--- src/rtl/cond_branch_unit.sv ---
module cond_branch_unit #(
  parameter logic [3:0] GROUP_OPC = 4'b1110
) (
  input  logic        clk,
  input  logic        rst_n,
  input  logic        instr_valid,
  input  logic [31:0] instr,
  input  logic        flag_z,
  input  logic        flag_n,
  input  logic        flag_v,
  input  logic        flag_c,
  input  logic [31:0] rs1_val,
  input  logic [31:0] pc,
  output logic [31:0] next_pc,
  output logic        wr_en,
  output logic [4:0]  wr_addr,
  output logic [31:0] wr_data
);
  localparam int W = 32;

  logic        in_group, is_abs, is_rel, is_set;
  logic        base, cond, br_take;
  logic [W-1:0] abs_tgt, rel_tgt, br_tgt;
  logic        pend_v;
  logic [W-1:0] pend_tgt;

  assign in_group = instr_valid && (instr[31:28] == GROUP_OPC);
  assign is_abs   = in_group && !instr[1];
  assign is_rel   = in_group && instr[1] && instr[24];
  assign is_set   = in_group && instr[1] && !instr[24];

  always_comb begin
    case (instr[27:25])
      3'd0: base = 1'b1;
      3'd1: base = flag_c & ~flag_z;
      3'd2: base = ~flag_c;
      3'd3: base = ~flag_z;
      3'd4: base = ~flag_v;
      3'd5: base = ~flag_n;
      3'd6: base = ~(flag_n ^ flag_v);
      default: base = ~flag_z & ~(flag_n ^ flag_v);
    endcase
  end
  assign cond = base ^ instr[0];

  assign abs_tgt = {7'b0, instr[24:2], 2'b00};
  assign rel_tgt = rs1_val + {{16{instr[15]}}, instr[15:2], 2'b00};
  assign br_tgt  = is_abs ? abs_tgt : rel_tgt;
  assign br_take = (is_abs || is_rel) && cond;

  always_ff @(posedge clk) begin
    if (!rst_n) begin
      pend_v   <= 1'b0;
      pend_tgt <= '0;
    end else if (instr_valid) begin
      pend_v   <= br_take;
      pend_tgt <= br_tgt;
    end
  end

  assign next_pc = pend_v ? pend_tgt : pc + 32'd4;
  assign wr_en   = is_set;
  assign wr_addr = instr[22:18];
  assign wr_data = {31'b0, is_set && cond};

  AST_RESET_CLEAN: assert property (@(posedge clk) !rst_n |=> !pend_v);
  AST_ALWAYS_TAKES: assert property (@(posedge clk) disable iff (!rst_n)
    (is_abs && instr[27:25] == 3'd0 && !instr[0]) |=> pend_v);
  AST_NEVER_TAKES: assert property (@(posedge clk) disable iff (!rst_n)
    (in_group && instr[27:25] == 3'd0 && instr[0]) |=> !pend_v);
  AST_SEQ_PC: assert property (@(posedge clk) disable iff (!rst_n)
    (instr_valid && !pend_v) |-> next_pc == pc + 32'd4);
  AST_WRITE_ONLY_SET: assert property (@(posedge clk) disable iff (!rst_n)
    wr_en |-> (instr_valid && instr[31:28] == GROUP_OPC && instr[1] && !instr[24]));
  AST_IDLE_HOLD: assert property (@(posedge clk) disable iff (!rst_n)
    !instr_valid |=> ($stable(pend_v) && $stable(pend_tgt)));
  AST_OTHER_NO_REDIRECT: assert property (@(posedge clk) disable iff (!rst_n)
    (instr_valid && instr[31:28] != GROUP_OPC) |=> !pend_v);
endmodule

--- config.mk ---
export PLATFORM = sky130hd
export DESIGN_NAME = cond_branch_unit
export DESIGN_NICKNAME = d
export VERILOG_FILES = /design/src/rtl/cond_branch_unit.sv
export SDC_FILE = /design/constraint.sdc
export NUM_CORES = 1
export LEC_CHECK = 0
export ABC_AREA = 0
export BUFFER_PORTS_ARGS = -buffer_cell sky130_fd_sc_hd__buf_2
export CAP_MARGIN = 10
export CORE_ASPECT_RATIO = 0.7
export CORE_MARGIN = 2
export CORE_UTILIZATION = 49
export CTS_CLUSTER_DIAMETER = 150
export DETAILED_ROUTE_END_ITERATION = 7
export PLACE_DENSITY_LB_ADDON = 0.05
export SYNTH_ARGS = -nofsm -noshare
export SYNTH_HDL_FRONTEND = slang
export SYNTH_SLANG_ARGS = --single-unit
--- constraint.sdc ---
create_clock -name clk -period 3.9 [get_ports clk]
set_input_delay 0.39 -clock clk [delete_from_list [all_inputs] [get_ports clk]]
set_output_delay 0.39 -clock clk [all_outputs]
set_load 0.005 [all_outputs]
==> results.sh <==
export IMPL_required_ps=4060
export IMPL_cts_buffers=5
export IMPL_worstPathArrival_ps=3090
export IMPL_cts_root_buffer="clkbuf_16"
export IMPL_min_period_ps=2940
export IMPL_regToRegStartpoint="pend_v$_SDFFE_PN0P_"
export IMPL_worstMarginPinSlew_ps=1140
export IMPL_vias=4219
export IMPL_dieWidth_um=111
export IMPL_synth_warnings=0
export IMPL_wirelength_um=11400
export IMPL_setup_violations_final=0
export IMPL_slew_viol_final=0
export IMPL_drc=0
export IMPL_grt_start_max_net_pins=54
export IMPL_cts_sink_count=33
export IMPL_n_antenna_cell=0
export IMPL_crit_fanout=5
export IMPL_outcome="finished clean"
export IMPL_dieArea_mm2=0.00877
export IMPL_crit_path_top_delay_cell="a2111oi_4"
export IMPL_ir_drop_v=0.000189
export IMPL_crit_chain="buf_2 -> ha_1 -> fa_1 -> a21o_1 -> a221oi_2 -> o211ai_2 -> a2111oi_4 -> o31ai_2 -> a221oi_2 -> xor2_1 -> o21ai_1"
export IMPL_grt_use_total=0.254
export IMPL_max_freq_ghz=0.340
export IMPL_period_share=0.753
export IMPL_h_tree_depth=2
export IMPL_max_slew_margin=0.240
export IMPL_cp_start_kind="input port"
export IMPL_fin_util=0.596
export IMPL_drv_cap=0
export IMPL_die_h_um=79.0
export IMPL_netlist_instances=557
export IMPL_finalSetupTns_ps=0
export IMPL_cts_hold_fix_buffers=0
export IMPL_p_int_mw=0.814
export IMPL_power_share_clock=0.290
export IMPL_cts_tree="yes"
export IMPL_rows=27
export IMPL_synth_distinct_cells=52
export IMPL_final_nets=812
export IMPL_ctsResizeCount=0
export IMPL_antenna_found_initial=0
export IMPL_hold_depth=3
export IMPL_viasPerCell=5.42
export IMPL_avgSynthCellArea_um2=7.06
export IMPL_p_leak_nw=2.11
export IMPL_drtIter0Drc=462
export IMPL_hold_viol=0
export IMPL_dp_hpwl_um=9280
export IMPL_grt_pass1_vias=3615
export IMPL_io_pins=173
export IMPL_crit_family="compound AO/OA/AOI/OAI gates"
export IMPL_ant_nets=0
export IMPL_synth_ff_type="dfxtp_1"
export IMPL_r2r_cells=2
export IMPL_seqPwrFrac=0.321
export IMPL_insertion_delay_ps=280
export IMPL_ys_seq_area_frac=0.168
export IMPL_worstSetupPathDepth=11
export IMPL_cts_clk_slew_worst_paths_ps=50
export IMPL_synth_edff_count=0
export IMPL_wire_per_inst_um=14.6
export IMPL_ys_ff_latch=33
export IMPL_rsz0062_at_grt="false"
export IMPL_max_stage_delay_ps=440
export IMPL_clockBufferDepth=2
export IMPL_postCtsSetupBuffers=0
export IMPL_cpMostUsedCell="a221oi_2"
export IMPL_path_buf_inv=1
export IMPL_dr_pass1_iters=5
export IMPL_start_util=0.502
export IMPL_switching_share=0.343
export IMPL_syn2layout_area_growth_pct=18.8
export IMPL_gp_congestion=0.888
export IMPL_portBuffers=141
export IMPL_ys_async_sr_fraction=0
export IMPL_hold_path_startpoint="instr[23]"
export IMPL_fp_coreArea_mm2=0.00784
export IMPL_grt_pass1_wl_um=18300
export IMPL_path_class="input port to register"
export IMPL_syn_area_mm2=0.00393
export IMPL_hold_class="input port to register"
export IMPL_grt_ovfl_total=0
export IMPL_drive_above_1_share=0.239
export IMPL_final_fill_count=759
export IMPL_startpoint="instr[2]"
export IMPL_p_per_area_mw_per_mm2=265
export IMPL_clock_skew_ps=0
export IMPL_power_switching_mw=0.426
export IMPL_end_kind="register"
export IMPL_combPwrFrac=0.389
worst paths after layout:
kind,slack (ps),end
max,960,pend_tgt[30]$_SDFFE_PN0P_
min,380,pend_tgt[23]$_SDFFE_PN0P_
max reg2reg,2470,pend_v$_SDFFE_PN0P_
min reg2reg,470,pend_tgt[25]$_SDFFE_PN0P_
registers in the layout, summed over array words and instances (netlist names):
name,cells
pend_tgt,32
pend_v,1
area by class of cell:
| cell class | instances | area (um^2) | share of cell area |
|---|---|---|---|
| Inverter | 8 | 30.0 | 0.00643 |
| Sequential cell | 33 | 661 | 0.141 |
| Tap cell | 101 | 126 | 0.0270 |
| Multi-Input combinational cell | 486 | 3000 | 0.641 |
| Clock inverter | 1 | 5.00 | 0.00107 |
| Timing Repair Buffer | 144 | 728 | 0.156 |
| Clock buffer | 5 | 125 | 0.0268 |
metal layers:
metal,wire (um),track usage,vias up
met5,0,0,-
met4,84,0.0432,0
met3,903,0.0389,7
met2,4380,0.361,174
met1,6010,0.403,1883
li1,-,-,2155
cell usage in the layout (no fill, tap or decap), types with 2 or more instances in the layout:
cell type  instances
mux2i_1            2
o21ai_0           58
and2_1             4
a31oi_1            8
o31ai_1            3
nor4b_1            2
a21o_1            13
nor2_1            37
nand2_1           91
a311oi_1          11
a21oi_1           43
conb_1            31
nor2b_1            8
a221oi_2           2
or2_2              2
a211o_1            2
nor4_1             2
o21bai_1           2
and3_1             9
xor2_1            24
o2111ai_1          2
ha_1              30
nor3_1             2
mux2_2             4
xnor2_1           29
nand4_1            7
and4_1             3
dfxtp_1           33
nand3_1           20
a211oi_1           2
clkbuf_16          5
buf_4              3
o211ai_1           3
nand2b_1          11
or3_1              3
o21ai_1            2
buf_2            141
inv_1              7
worst reg2reg max path, stage by stage (launching register included):
cell      delay, ps
dfxtp_1        1070
nand2b_1        110
a21oi_1         170
logic make-up (layout without fill, tap and decap cells):
logic type,count (synthesis),in the layout,share of synthesized area
AND/OR/NAND/NOR,203,203,0.237
adder cells (fa/ha/maj),31,31,0.101
buffers and inverters,68,158,0.0993
other,1,31,0.000954
multiplexers,6,6,0.0165
AO/OA/AOI/OAI,162,162,0.259
XOR/XNOR,53,53,0.118
flip-flops,33,33,0.168
through the flow:
stage               total power [mW]  cell area, um^2  setup WS, ps  hold slack (ps)  std cells
floorplan                      0.732             4050          1070              425        587
global placement               0.868             4540           772              443        772
detailed placement             0.878             4540           710              457        772
CTS                             1.23             4670           989              379        778
global route                    1.31             4670           784              393        778
finish                          1.24             4670           962              380        778
cells in the mapped netlist (4+ instances only):
cell type	instances	area [um^2]
a21o_1	13	97.6
a21oi_1	43	215
a311oi_1	11	96.3
a31oi_1	8	50.1
and2_1	4	25.0
and3_1	9	56.3
buf_4	36	270
clkbuf_1	22	82.6
dfxtp_1	33	661
ha_1	30	375
inv_1	7	26.3
mux2_2	4	45.0
nand2_1	91	342
nand2b_1	11	68.8
nand3_1	20	100
nand4_1	7	43.8
nor2_1	38	143
nor2b_1	8	50.1
o21ai_0	58	290
xnor2_1	29	254
xor2_1	24	210
power by group through the flow:
| stage | clock network, mW | registers, mW | logic, mW |
|---|---|---|---|
| floorplan | 0 | 0.390 | 0.342 |
| global placement | 0 | 0.403 | 0.465 |
| detailed placement | 0 | 0.404 | 0.474 |
| CTS | 0.359 | 0.398 | 0.476 |
| global route | 0.370 | 0.401 | 0.540 |
| finish | 0.360 | 0.398 | 0.482 |
(Power assumes the default switching activity.)
